==> config.mk <==
export PLATFORM = sky130hd
export DESIGN_NAME = dcnt_dual
export DESIGN_NICKNAME = d
export VERILOG_FILES = /design/src/rtl/dcnt_pkg.sv /design/src/rtl/dcnt_sync.sv /design/src/rtl/dcnt_trig.sv /design/src/rtl/dcnt_stage.sv /design/src/rtl/dcnt_dual.sv
export SDC_FILE = /design/constraint.sdc
export NUM_CORES = 1
export LEC_CHECK = 0
export ABC_CLOCK_PERIOD_IN_PS = 1800
export CAP_MARGIN = 20
export CELL_PAD_IN_SITES_DETAIL_PLACEMENT = 1
export CELL_PAD_IN_SITES_GLOBAL_PLACEMENT = 2
export CORE_MARGIN = 5
export CORE_UTILIZATION = 37
export CTS_CLUSTER_DIAMETER = 80
export DETAILED_ROUTE_END_ITERATION = 10
export DONT_BUFFER_PORTS = 1
export GPL_ROUTABILITY_DRIVEN = 0
export PLACE_DENSITY_LB_ADDON = 0.1
export SLEW_MARGIN = 10
export SYNTH_ARGS = -nofsm -noshare
export SYNTH_HDL_FRONTEND = slang
export SYNTH_SLANG_ARGS = --single-unit
==> constraint.sdc <==
create_clock -name sys_clk -period 1.8 [get_ports sys_clk]
set_clock_uncertainty 0.1 [all_clocks]
set_input_delay 0.36 -clock sys_clk [delete_from_list [all_inputs] [get_ports sys_clk]]
set_output_delay 0.36 -clock sys_clk [all_outputs]
set_load 0.02 [all_outputs]
==> src/rtl/dcnt_pkg.sv <==
`timescale 1ns/1ps
package dcnt_pkg;

    localparam int CODE_W = 4;
    localparam int NCH    = 2;

    typedef logic [CODE_W-1:0] code_t;

    typedef enum logic {
        RADIX_BIN = 1'b0,
        RADIX_DEC = 1'b1
    } radix_e;

    // current and previous synchronized samples of one channel's pins
    typedef struct packed {
        logic clk_cur;
        logic clk_prv;
        logic en_cur;
        logic en_prv;
    } pin_hist_t;

    typedef struct packed {
        code_t code;
        logic  carry;
    } step_t;

    // qualified count event: clock rise with enable previously high,
    // or enable fall with clock previously low; both together give one event
    function automatic logic count_event(pin_hist_t h);
        logic rise_ok;
        logic fall_ok;
        rise_ok = h.clk_cur & ~h.clk_prv & h.en_prv;
        fall_ok = ~h.en_cur & h.en_prv & ~h.clk_prv;
        return rise_ok | fall_ok;
    endfunction

    // successor code and wrap flag for one count event
    function automatic step_t advance(radix_e r, code_t c);
        step_t s;
        s.carry = 1'b0;
        if (r == RADIX_BIN) begin
            s.code  = c + code_t'(1);
            s.carry = (c == code_t'(15));
        end else if (c < code_t'(9)) begin
            s.code = c + code_t'(1);
        end else if (c == code_t'(9)) begin
            s.code  = '0;
            s.carry = 1'b1;
        end else if (c[0] == 1'b0) begin
            s.code = c + code_t'(1);
        end else begin
            s.code = '0;
        end
        return s;
    endfunction

endpackage

==> src/rtl/dcnt_sync.sv <==
`timescale 1ns/1ps
module dcnt_sync #(
    parameter int W      = 2,
    parameter int STAGES = 2
) (
    input  logic         clk,
    input  logic         rst,
    input  logic [W-1:0] din,
    output logic [W-1:0] cur,
    output logic [W-1:0] prv
);
    localparam int LAST = STAGES - 1;

    logic [STAGES-1:0][W-1:0] chain;

    always_ff @(posedge clk) begin
        if (rst) begin
            chain <= '0;
            prv   <= '0;
        end else begin
            chain[0] <= din;
            for (int i = 1; i < STAGES; i++) begin
                chain[i] <= chain[i-1];
            end
            prv <= chain[LAST];
        end
    end

    assign cur = chain[LAST];

endmodule

==> src/rtl/dcnt_trig.sv <==
`timescale 1ns/1ps
module dcnt_trig
    import dcnt_pkg::*;
(
    input  pin_hist_t hist,
    output logic      bump
);
    assign bump = count_event(hist);
endmodule

==> src/rtl/dcnt_stage.sv <==
`timescale 1ns/1ps
module dcnt_stage
    import dcnt_pkg::*;
#(
    parameter radix_e RADIX = RADIX_DEC
) (
    input  logic  clk,
    input  logic  rst,
    input  logic  clr,
    input  logic  bump,
    output code_t q,
    output logic  carry
);
    code_t cnt_q;
    logic  carry_q;
    step_t nxt;

    assign nxt = advance(RADIX, cnt_q);

    always_ff @(posedge clk) begin
        if (rst || clr) begin
            cnt_q   <= '0;
            carry_q <= 1'b0;
        end else if (bump) begin
            cnt_q   <= nxt.code;
            carry_q <= nxt.carry;
        end else begin
            carry_q <= 1'b0;
        end
    end

    assign q     = cnt_q;
    assign carry = carry_q;

endmodule

==> src/rtl/dcnt_dual.sv <==
`timescale 1ns/1ps
module dcnt_dual
    import dcnt_pkg::*;
#(
    parameter bit DECADE      = 1'b1,
    parameter int SYNC_STAGES = 2
) (
    input  logic       sys_clk,
    input  logic       sys_rst,
    input  logic       a_clk,
    input  logic       a_en,
    input  logic       a_clr,
    output logic [3:0] a_q,
    output logic       a_carry,
    input  logic       b_clk,
    input  logic       b_en,
    input  logic       b_clr,
    output logic [3:0] b_q,
    output logic       b_carry
);
    localparam radix_e RADIX_SEL = DECADE ? RADIX_DEC : RADIX_BIN;

    logic [NCH-1:0]             pin_clk;
    logic [NCH-1:0]             pin_en;
    logic [NCH-1:0]             pin_clr;
    logic [NCH-1:0]             ch_bump;
    logic [NCH-1:0]             carry_arr;
    logic [NCH-1:0][CODE_W-1:0] q_arr;

    assign pin_clk = {b_clk, a_clk};
    assign pin_en  = {b_en,  a_en};
    assign pin_clr = {b_clr, a_clr};

    for (genvar ch = 0; ch < NCH; ch++) begin : g_ch
        logic [1:0] cur;
        logic [1:0] prv;
        pin_hist_t  hist;

        dcnt_sync #(.W(2), .STAGES(SYNC_STAGES)) u_sync (
            .clk (sys_clk),
            .rst (sys_rst),
            .din ({pin_clk[ch], pin_en[ch]}),
            .cur (cur),
            .prv (prv)
        );

        assign hist.clk_cur = cur[1];
        assign hist.clk_prv = prv[1];
        assign hist.en_cur  = cur[0];
        assign hist.en_prv  = prv[0];

        dcnt_trig u_trig (
            .hist (hist),
            .bump (ch_bump[ch])
        );

        dcnt_stage #(.RADIX(RADIX_SEL)) u_cnt (
            .clk   (sys_clk),
            .rst   (sys_rst),
            .clr   (pin_clr[ch]),
            .bump  (ch_bump[ch]),
            .q     (q_arr[ch]),
            .carry (carry_arr[ch])
        );
    end

    assign a_q     = q_arr[0];
    assign b_q     = q_arr[1];
    assign a_carry = carry_arr[0];
    assign b_carry = carry_arr[1];

endmodule

==> Word level (Yosys, flattened, before mapping) <==
Index checks and enable logic that the tools add are counted.
Widths: inputs -> output; s select.
{ "totals": {"word_cells": 44, "input_bits": 8, "ff_bits": 22, "out_inout_bits": 10} }
{ "classes": {"eq_ne": 2, "n_mux": 8, "addsub": 2, "order_cmp": 2, "reduce_logical": 4, "bitwise": 16} }
{ "ops": {"columns": ["operator", "n"], "rows": [
  ["$mux 4", 6],
  ["$add 4x1->4 const B", 2],
  ["$and 1x1->1", 8],
  ["$eq 4x4->1 const B", 2],
  ["$lt 4x4->1 const B", 2],
  ["$not 1->1", 6],
  ["$reduce_or 3->1", 2],
  ["$logic_or 1x1->1", 2],
  ["$mux 1", 2],
  ["$or 1x1->1", 2]
]} }

==> Longest topological paths before layout <==
Gate-level depths: netlist of the first run.
{ "depth": {"depth_word": 6, "mapped_depth": 6, "depth_no_buf": 6} }

==> By module <==
Synthesis of the first run repeated with hierarchy kept, for this count alone.
{ "hier_totals": {"cells_unflattened": 106, "area_unflattened_um2": 1061.0} }
{ "by_module_without_submodules": {"columns": ["module", "instances", "seq_area_each_um2", "cells_each", "area_per_inst_um2"], "rows": [
  ["dcnt_stage", 2, 100.1, 37, 331.6],
  ["dcnt_sync", 2, 120.1, 14, 172.7],
  ["dcnt_trig", 2, 0.0, 2, 26.3]
]} }

==> Worst setup path before layout of the first run <==
Ideal clock, no wire load.
{ "synth_path": {"path_kind": "reg-to-reg", "from": "register g_ch[0].u_cnt.cnt_q[1]", "to": "register g_ch[0].u_cnt.cnt_q[0]", "path_buffers": 0, "setup_slack_ns": 0.135, "required_ns": 1.634, "path_stages_with_launch": 7, "arrival_time_ns": 1.499, "period_less_slack_ns": 1.665, "setup_ns": 0.066, "path_cell_list": "dfxtp_1 inv_1 ha_1 nor2b_2 and3_4 or3_1 a21oi_2"} }
{ "synth_between": {"elab_chain_cells": 3, "word_cells_on_any_way": 4, "classes_between": "order compare (1); eq/ne (1); mux (2)"} }
{ "synth_rtl": {"columns": ["element", "line", "text"], "rows": [
  ["start, declared", "dcnt_stage.sv:14", "code_t cnt_q;"],
  ["start signal, assigned", "dcnt_stage.sv:25", "cnt_q <= nxt.code;"],
  ["parallel branches: the longest is 2 deep, another holds $lt 4x4->1", null, null],
  ["$mux 4 *", "dcnt_pkg.sv:44", "end else if (c < code_t'(9)) begin"]
]} }
Every way passes the cells marked *.
A chain may end at the register's enable or synchronous reset.

==> Worst setup path in the final report of the first run <==
{ "layout_path": {"from": "register g_ch[0].u_cnt.cnt_q[0]", "to": "register g_ch[0].u_cnt.cnt_q[0]"} }
{ "layout_between": {"elab_chain_cells": 4, "word_cells_on_any_way": 6, "classes_between": "add/sub (1); order compare (1); eq/ne (1); mux (3)"} }
{ "layout_rtl": {"columns": ["element", "line", "text"], "rows": [
  ["$add 4x1->4", "dcnt_pkg.sv:45, dcnt_pkg.sv:50", null],
  ["$mux 4", "dcnt_pkg.sv:49", "end else if (c[0] == 1'b0) begin"],
  ["$mux 4", "dcnt_pkg.sv:46", "end else if (c == code_t'(9)) begin"],
  ["$mux 4 *", "dcnt_pkg.sv:44", null]
]} }
Every way passes the cells marked *; elsewhere a longest branch is shown, timed or not.

==> results.sh, run 1 <==
export IMPL_avgSynthCellArea_um2=10.04
export IMPL_maxCapViolCount=0
export IMPL_wl_mm=1.734
export IMPL_switching_share=0.1900
export IMPL_path_clk_slew_ps=120
export IMPL_multi_input_area_um2=466.7
export IMPL_grt_pass1_vias=695
export IMPL_setup_violations=0
export IMPL_final_setup_tns_ps=0
export IMPL_grt_pass1_wl_mm=3.042
export IMPL_p_clk_frac=0.410
export IMPL_fin_ws_ps=256.3
export IMPL_grt_antenna_before_repair=0
export IMPL_combPwrFrac=0.040
export IMPL_p_sw_uw=173.4
export IMPL_grt_use_met1=0.1425
export IMPL_seq_power_share=0.551
export IMPL_arrival_ps=1690
export IMPL_cp_data_required_time_ps=1950
export IMPL_vias=670
export IMPL_layout_drive_gt1_share=0.1359
export IMPL_run_status="finished clean"
export IMPL_vias_per_cell=5.038
export IMPL_grt_max_degree=14
export IMPL_post_drt_wl_per_cell_um=13.04
export IMPL_rows=18
export IMPL_powerDensity_nw_per_um2=849.0
export IMPL_die_width_um=60.23
export IMPL_synthesis_instances=93
export IMPL_worstMarginPinSlew_ps=407.9
export IMPL_fmax_ghz=0.6478
export IMPL_relSlewSlack=0.7271
export IMPL_dieArea_um2=3627
export IMPL_finish_utilization=0.4378
export IMPL_rsz0062_at_grt="false"
export IMPL_period_needed_ps=1544
export IMPL_worstSetupPathType="register to register"
export IMPL_antenna_left=0
export IMPL_drt_pass1_iterations=4
export IMPL_cp_end_kind="register"
export IMPL_cts_buffers=3
export IMPL_tritoncts="done"
export IMPL_synth_nets=109
export IMPL_initial_utilization=0.3802
export IMPL_syn_to_final_growth_pct=15.15
export IMPL_synth_seq_cells=22
export IMPL_grtUsageMet2=0.1806
export IMPL_cts_buffer_depth=2
export IMPL_hpwl_mm=1.338
export IMPL_synth_cell_types=27
export IMPL_io_pin_count=18
export IMPL_n_fill_cell=286
export IMPL_met3_usage=0.04320
export IMPL_drcViolationCount=0
export IMPL_min_period_over_period=0.8576
export IMPL_grtUsageTotal=0.1131
export IMPL_synth_seq_area_share=0.4718
export IMPL_p_int_uw=739.2
export IMPL_drt_iter0_markers=10
export IMPL_grt_ovfl_total=0
export IMPL_min_path_type="input port to register"
export IMPL_coreArea_um2=2455
export IMPL_vdd_drop_max_uv=574.4
export IMPL_io_buffer_count=0
export IMPL_insertion_delay_ps=300
export IMPL_hold_violations=0
export IMPL_cts_root_buf="clkbuf_4"
export IMPL_cts_sinks=22
export IMPL_top_usage_layer="met2"
export IMPL_finalMaxSlewViolations=0
export IMPL_finish_cell_count_without_fillers=133
export IMPL_diodes=0
export IMPL_p_leak_nw=0.4221
export IMPL_fin_nets=120
export IMPL_critPathLaunchType="register"
export IMPL_worstPathMaxFanout=8
export IMPL_placed_cells=128
export IMPL_regArea_um2=440.4
export IMPL_yosys_warnings=0
export IMPL_preCtsSetupSlack_ps=289.1
export IMPL_syn_cell_area_um2=933.4
export IMPL_htreeDepth=1
export IMPL_die_y_um=60.23
[placed cells by master, fill, tap and decap left out, drive strengths merged, types with 3 or more instances in the layout]
| cell | instances |
|---|---|
| buf | 6 |
| clkbuf | 3 |
| dfxtp | 22 |
| ha | 8 |
| inv | 6 |
| nand2 | 4 |
| nand3b | 4 |
| nor2 | 4 |
| nor2b | 14 |
| nor3 | 3 |
[worst max-delay path, cell delays in order (launching register included)]
cell     delay, ps
dfxtp_1        400
ha_1           220
nor2b_2        150
and3_4         170
or3_1          330
a21oi_2        120
[synth_stat cells]
library cell,instances,area (um^2)
nand3b_1,4,30.03
nor2b_2,1,8.760
inv_1,6,22.52
nand4b_1,2,17.52
mux2i_1,2,20.02
a211oi_1,2,15.01
nor3b_1,1,7.510
nor3_1,3,15.01
a31oi_1,2,12.51
and3_4,1,11.26
ha_1,8,100.1
dfxtp_1,22,440.4
nand3_1,2,10.01
nand2b_1,2,12.51
o221ai_1,2,17.52
o21ai_0,2,10.01
nor2b_1,13,81.33
nor2_1,4,15.01
or2_1,1,6.260
or2_2,1,6.260
a41oi_1,2,17.52
and3b_1,2,17.52
a21oi_2,1,8.760
clkbuf_1,1,3.750
or3_1,1,6.260
a21oi_1,1,5.000
nand2_1,4,15.01
[registers in the layout (all words and copies together), names as in the netlist]
signal,count
g_ch.u_sync.chain,4
g_ch.u_sync.prv,4
g_ch.u_cnt.carry,2
g_ch.u_cnt.q,8
g_ch.u_sync.cur,4
[what timing repair did]
action / 4_1_cts / 5_1_grt
endpoints found under the hold margin: 12 / 0
hold buffers: 1 / 0
resized for setup: 0 / 0
buffers inserted: 0 / 0
[final timing paths]
path | from | end | slack, ps | cells past startpoint
worst max-delay path | g_ch[0].u_cnt.q[0] | g_ch[0].u_cnt.q[0] | 260 | 5
worst min-delay path | b_en | g_ch[1].u_sync.chain[0] | 70 | 1
worst max register to register | g_ch[0].u_cnt.q[0] | g_ch[0].u_cnt.q[0] | 260 | 5
worst min register to register | g_ch[1].u_sync.chain[1] | g_ch[1].u_sync.cur[1] | 360 | 1
[cell families after synthesis]
group	after synthesis	synth area share
fa+ha+maj	8	0.1072
flops	22	0.4718
compound gates	12	0.09249
simple gates	42	0.2788
buf+inv	7	0.02814
mux	2	0.02145
[cell type report]
cell class,count,area share
clock inverter,1,0.02794
sequential,22,0.4098
tap,30,0.03492
inverter,6,0.02095
timing repair buffer,7,0.05122
clock buffer,3,0.02095
multi-input combinational,64,0.4342
[power by group through the flow]
| stage | combinational [mW] | clock [mW] | sequential [mW] |
|---|---|---|---|
| 2_1_floorplan | 0.0246 | 0 | 0.515 |
| 3_3_place_gp | 0.0304 | 0 | 0.513 |
| 3_5_place_dp | 0.0315 | 0 | 0.514 |
| 4_1_cts | 0.0373 | 0.391 | 0.503 |
| 5_1_grt | 0.0414 | 0.411 | 0.504 |
| 6_report | 0.0361 | 0.374 | 0.503 |
[routing by layer]
| metal | vias to the layer above | part of all wire |
|---|---|---|
| met1 | 313 | 0.47 |
| met2 | 15 | 0.46 |
| met5 | - | 0 |
| met3 | 2 | 0.061 |
| li1 | 340 | - |
| met4 | 0 | 0.0081 |
[stage by stage]
stage / power [mW] / area (um^2) / hold slack, ps
floorplan: 0.5393 / 933.4 / 313.8
global placement: 0.5437 / 1012 / 317.9
detailed placement: 0.5452 / 1012 / 328.9
CTS: 0.9308 / 1075 / 61.23
global route: 0.9567 / 1075 / 58.77
finish: 0.9125 / 1075 / 71.53
Note: power is estimated with default switching activity, not from simulation.
==> run 2: changes to the inputs <==
--- a/config.mk
+++ b/config.mk
@@ -16,6 +16,7 @@
 export DONT_BUFFER_PORTS = 1
 export GPL_ROUTABILITY_DRIVEN = 0
 export PLACE_DENSITY_LB_ADDON = 0.1
+export RECOVER_POWER = 50
 export SLEW_MARGIN = 10
 export SYNTH_ARGS = -nofsm -noshare
 export SYNTH_HDL_FRONTEND = slang
==> run 2 against run 1 <==
Net effect:
- critical path depth is the same
- non-clock buffer count unchanged
- worst setup slack about the same
- power about the same
- combinational power is essentially flat
- critical path type unchanged
- largest cell class unchanged
- largest power group unchanged
==> results.sh, run 2 (same netlist as run 1, synthesis figures left out) <==
export IMPL_run_status="finished clean"
export IMPL_drcViolationCount=0
export IMPL_critPathLaunch="g_ch[0].u_cnt.q[0]"
export IMPL_vias=671
export IMPL_setup_violations=0
export IMPL_post_drt_wl_per_cell_um=13.02
export IMPL_cts_buffer_depth=2
export IMPL_fin_ws_ps=256.5
export IMPL_cp_cell_sequence="ha_1 -> nor2b_2 -> and3_4 -> or3_1 -> a21oi_2"
export IMPL_postCtsSetupBuffers=0
export IMPL_htreeDepth=1
export IMPL_maxCapViolCount=0
export IMPL_largest_register_ffs=8
export IMPL_min_period_over_period=0.8575
export IMPL_rsz0062_at_grt="false"
export IMPL_vias_per_cell=5.045
export IMPL_final_cell_mix="dfxtp_1 (22), nor2b_1 (13), ha_1 (8)"
export IMPL_crit_family="simple AND/OR/NAND/NOR gates"
export IMPL_critPathLaunchType="register"
export IMPL_switching_share=0.1900
export IMPL_worstSetupPathType="register to register"
export IMPL_worstPathMaxFanout=8
export IMPL_p_int_uw=738.9
export IMPL_die_width_um=60.23
export IMPL_r2r_slack_ps=260
export IMPL_initial_utilization=0.3802
export IMPL_cts_root_buf="clkbuf_4"
export IMPL_wl_mm=1.732
export IMPL_cp_slowest_stage_delay_ps=400
export IMPL_p_sw_uw=173.3
export IMPL_coreArea_um2=2455
export IMPL_diodes=0
export IMPL_final_setup_tns_ps=0
export IMPL_dieArea_um2=3627
export IMPL_preCtsSetupSlack_ps=289.1
export IMPL_arrival_ps=1690
export IMPL_r2r_cells=5
export IMPL_grtUsageTotal=0.1131
export IMPL_die_y_um=60.23
export IMPL_fin_nets=120
export IMPL_seq_power_share=0.551
export IMPL_critPathSlowestCell="dfxtp_1"
export IMPL_r2r_end="g_ch[0].u_cnt.q[0]"
export IMPL_drt_pass1_iterations=4
export IMPL_p_leak_nw=0.4179
export IMPL_crit_reg2reg_launch="g_ch[0].u_cnt.q[0]"
export IMPL_min_path_type="input port to register"
export IMPL_finalInstanceArea_um2=1071
export IMPL_io_buffer_count=0
export IMPL_grt_pass1_vias=695
export IMPL_cp_end_kind="register"
export IMPL_drt_iter0_markers=10
export IMPL_hpwl_mm=1.338
export IMPL_io_pin_count=18
export IMPL_tritoncts="done"
export IMPL_period_needed_ps=1544
export IMPL_insertion_delay_ps=300
export IMPL_fin_total_pwr_uw=912.2
export IMPL_rows=18
export IMPL_antenna_left=0
export IMPL_finalMaxSlewViolations=0
export IMPL_cts_buffers=3
export IMPL_syn_to_final_growth_pct=14.75
export IMPL_path_buf_inv=0
export IMPL_worstMarginPinSlew_ps=427.6
export IMPL_layout_commonest_cell="dfxtp_1"
export IMPL_fmax_ghz=0.6479
export IMPL_finish_cell_count_without_fillers=133
export IMPL_powerDensity_nw_per_um2=851.7
export IMPL_p_clk_frac=0.410
export IMPL_relSlewSlack=0.7149
export IMPL_path_clk_slew_ps=120
export IMPL_post_cts_resized=0
export IMPL_grt_max_degree=14
export IMPL_ctsHoldBuffers=1
export IMPL_cts_sinks=22
export IMPL_grt_ovfl_total=0
export IMPL_hold_violations=0
export IMPL_vdd_drop_max_uv=574.3
export IMPL_placed_cells=128
export IMPL_crit_cells=5
export IMPL_grt_pass1_wl_mm=3.042
export IMPL_crit_end="g_ch[0].u_cnt.q[0]"
export IMPL_grt_antenna_before_repair=0
export IMPL_place_area_um2=1012
export IMPL_layout_drive_gt1_share=0.1262
export IMPL_cp_data_required_time_ps=1950
export IMPL_combPwrFrac=0.039
run 2: cell count changes in the layout (fill, tap and decap cells not counted), sizes merged:
cell    change
buf         -1
clkbuf      +1
run 2: layout make-up:
type / count / area [um^2]
clock inverter: 1 / 30.03
inverter: 6 / 22.52
clock buffer: 3 / 22.52
timing repair buffer: 7 / 51.30
multi-input combinational: 64 / 466.7
sequential: 22 / 440.4
tap: 30 / 37.54
fill: 287 / 1384
run 2: layer usage:
metal,track usage,up-vias,part of all wire
met5,0,-,0
met4,0.02848,0,0.0081
met3,0.04320,2,0.061
met2,0.1806,15,0.46
met1,0.1425,315,0.47
li1,-,339,-
run 2: worst min-delay path by stage:
stage / from / to / slack, ps / cells after the start
5_1_grt: b_en / g_ch[1].u_sync.chain[0] / 60 / 1
6_report: b_en / g_ch[1].u_sync.chain[0] / 70 / 1
3_3_place_gp: g_ch[0].u_sync.chain[0] / g_ch[0].u_sync.cur[0] / 320 / 1
4_1_cts: b_en / g_ch[1].u_sync.chain[0] / 60 / 1
3_5_place_dp: g_ch[1].u_sync.chain[1] / g_ch[1].u_sync.cur[1] / 330 / 1
2_1_floorplan: g_ch[0].u_sync.chain[0] / g_ch[0].u_sync.cur[0] / 310 / 1
run 2: power groups by stage:
stage | clock network [mW] | logic [mW] | registers (mW)
6_report | 0.374 | 0.0359 | 0.503
5_1_grt | 0.411 | 0.0412 | 0.504
4_1_cts | 0.391 | 0.0373 | 0.503
3_5_place_dp | 0 | 0.0315 | 0.514
3_3_place_gp | 0 | 0.0304 | 0.513
2_1_floorplan | 0 | 0.0246 | 0.515
run 2: per-stage QoR:
step                      utilization  hold WS (ps)
after floorplan                     -         313.8
after global placement         0.4123         317.9
after detailed placement       0.4123         328.9
after CTS                      0.4378         61.23
after global routing           0.4363         58.77
final                          0.4363         71.53
run 2: worst register-to-register path, stage by stage, from the launching register on:
cell     delay [ps]
dfxtp_1         400
ha_1            220
nor2b_2         150
and3_4          170
or3_1           330
a21oi_2         120
==> run 3: changes to the inputs <==
--- a/config.mk
+++ b/config.mk
@@ -5,12 +5,12 @@
 export SDC_FILE = /design/constraint.sdc
 export NUM_CORES = 1
 export LEC_CHECK = 0
-export ABC_CLOCK_PERIOD_IN_PS = 1800
+export ABC_CLOCK_PERIOD_IN_PS = 1940
 export CAP_MARGIN = 20
 export CELL_PAD_IN_SITES_DETAIL_PLACEMENT = 1
 export CELL_PAD_IN_SITES_GLOBAL_PLACEMENT = 2
 export CORE_MARGIN = 5
-export CORE_UTILIZATION = 37
+export CORE_UTILIZATION = 39
 export CTS_CLUSTER_DIAMETER = 80
 export DETAILED_ROUTE_END_ITERATION = 10
 export DONT_BUFFER_PORTS = 1
==> constraint.sdc (replaced) <==
create_clock -name sys_clk -period 1.94 [get_ports sys_clk]
set_clock_uncertainty 0.1 [all_clocks]
set_input_delay 0.388 -clock sys_clk [delete_from_list [all_inputs] [get_ports sys_clk]]
set_output_delay 0.388 -clock sys_clk [all_outputs]
set_load 0.02 [all_outputs]
==> run 3 against run 2 <==
Net effect:
- sequential share of layout area grew 2.3 points
- first-iteration DRC count decreased by 20%
- fmax decreased by 10%
- worst hold slack got worse by 36 ps
- utilization increased by 1.3 points
- combinational power shrank 23%
- count of clock-buffer cells in the layout did not move
- critical path type unchanged
- largest power group unchanged
==> results.sh, run 3 (same netlist as run 1, synthesis figures left out) <==
export IMPL_hold_violations=0
export IMPL_r2r_slack_ps=220
export IMPL_grtUsageTotal=0.1155
export IMPL_vdd_drop_max_uv=404.5
export IMPL_layout_commonest_cell="dfxtp_1"
export IMPL_worstMarginPinSlew_ps=423.2
export IMPL_n_fill_cell=267
export IMPL_worstPathMaxFanout=8
export IMPL_fin_nets=117
export IMPL_cp_end_kind="register"
export IMPL_cts_buffers=3
export IMPL_r2r_cells=6
export IMPL_layout_drive_gt1_share=0.1010
export IMPL_cts_root_buf="clkbuf_4"
export IMPL_finalMaxSlewViolations=0
export IMPL_critPathLaunchType="register"
export IMPL_min_path_type="input port to register"
export IMPL_die_y_um=58.92
export IMPL_placed_cells=124
export IMPL_final_setup_tns_ps=0
export IMPL_rows=17
export IMPL_initial_utilization=0.4140
export IMPL_syn_to_final_growth_pct=8.579
export IMPL_wl_mm=1.688
export IMPL_final_cell_mix="dfxtp_1 (22), nor2b_1 (13), ha_1 (8)"
export IMPL_maxCapViolCount=0
export IMPL_fmax_ghz=0.5825
export IMPL_ctsHoldBuffers=0
export IMPL_drcViolationCount=0
export IMPL_grt_pass1_wl_mm=3.049
export IMPL_post_cts_resized=0
export IMPL_relSlewSlack=0.7175
export IMPL_grt_ovfl_total=0
export IMPL_min_period_over_period=0.8849
export IMPL_coreArea_um2=2255
export IMPL_postCtsSetupBuffers=0
export IMPL_antenna_left=0
export IMPL_crit_reg2reg_launch="g_ch[0].u_cnt.q[0]"
export IMPL_grt_antenna_before_repair=0
export IMPL_setup_violations=0
export IMPL_io_buffer_count=0
export IMPL_largest_register_ffs=8
export IMPL_io_pin_count=18
export IMPL_die_width_um=58.92
export IMPL_r2r_end="g_ch[0].u_cnt.q[1]"
export IMPL_hpwl_mm=1.323
export IMPL_post_drt_wl_per_cell_um=13.29
export IMPL_vias=657
export IMPL_cts_sinks=22
export IMPL_whs_path_depth=1
export IMPL_powerDensity_nw_per_um2=690.6
export IMPL_worstSetupPathType="register to register"
export IMPL_arrival_ps=1830
export IMPL_drt_iter0_markers=8
export IMPL_insertion_delay_ps=300
export IMPL_worstHoldStart="sys_rst"
export IMPL_rsz0062_at_grt="false"
export IMPL_tritoncts="done"
export IMPL_dieArea_um2=3472
export IMPL_holdWs_ps=35.10
export IMPL_cp_data_required_time_ps=2060
export IMPL_grt_max_degree=15
export IMPL_p_leak_nw=0.3887
export IMPL_finish_cell_count_without_fillers=127
export IMPL_vias_per_cell=5.173
export IMPL_cts_buffer_depth=2
export IMPL_diodes=0
export IMPL_htreeDepth=1
export IMPL_path_clk_slew_ps=120
export IMPL_whs_endpoint="g_ch[0].u_sync.chain[0]"
export IMPL_grt_pass1_vias=689
export IMPL_drt_pass1_iterations=3
export IMPL_period_needed_ps=1717
export IMPL_run_status="finished clean"
[run 3: changes by cell type in the layout (fill, tap and decap cells not counted), sizes merged]
cell	change
bufinv	-1
buf	-2
dlygate4sd3	-1
[run 3: worst max-delay path, cell delays in order, from the launching register on]
cell      delay (ps)
dfxtp_1          590
inv_1            120
ha_1             210
inv_1             90
o21ai_0          110
mux2i_1          150
a211oi_1         260
[run 3: where the power goes]
group | internal (mW) | switching [mW] | total, mW
combinational | 0.0127 | 0.0149 | 0.0276
clock | 0.0725 | 0.133 | 0.206
sequential | 0.463 | 0.00421 | 0.467
[run 3: how the worst max path moves through the flow]
stage,startpoint,endpoint,slack [ps]
finish,g_ch[0].u_cnt.q[0],g_ch[0].u_cnt.q[1],220
global route,g_ch[0].u_cnt.q[0],g_ch[0].u_cnt.q[1],70
CTS,g_ch[0].u_cnt.q[0],g_ch[0].u_cnt.q[1],210
detailed placement,g_ch[0].u_cnt.q[0],g_ch[0].u_cnt.q[1],240
global placement,g_ch[0].u_cnt.q[0],g_ch[0].u_cnt.q[1],320
floorplan,g_ch[0].u_cnt.q[1],g_ch[0].u_cnt.q[0],270
[run 3: metrics by stage]
stage | total power [mW] | setup WS, ps | cell area [um^2] | util
after global routing | 0.7329 | 65.57 | 1013 | 0.4495
after global placement | 0.5038 | 316.0 | 994.7 | 0.4412
after floorplan | 0.5004 | 274.8 | 933.4 | -
after CTS | 0.7111 | 210.9 | 1017 | 0.4512
final | 0.6999 | 223.2 | 1013 | 0.4495
after detailed placement | 0.5055 | 244.1 | 994.7 | 0.4412
[run 3: layout make-up]
type	instances	area (um^2)	share of cell area
Multi-Input combinational cell	64	466.7	0.4605
Sequential cell	22	440.4	0.4346
Tap cell	28	35.03	0.03457
Timing Repair Buffer	4	26.28	0.02593
Clock buffer	3	22.52	0.02222
Inverter	6	22.52	0.02222
[run 3: metal layers]
layer  wire length [um]  share of wire  track usage  vias to the layer above
met3                104          0.062      0.04386                        2
met4                 14         0.0083      0.04854                        0
li1                   -              -            -                      334
met2                716           0.42       0.1688                       17
met1                853           0.51       0.1510                      304
met5                  0              0            0                        -
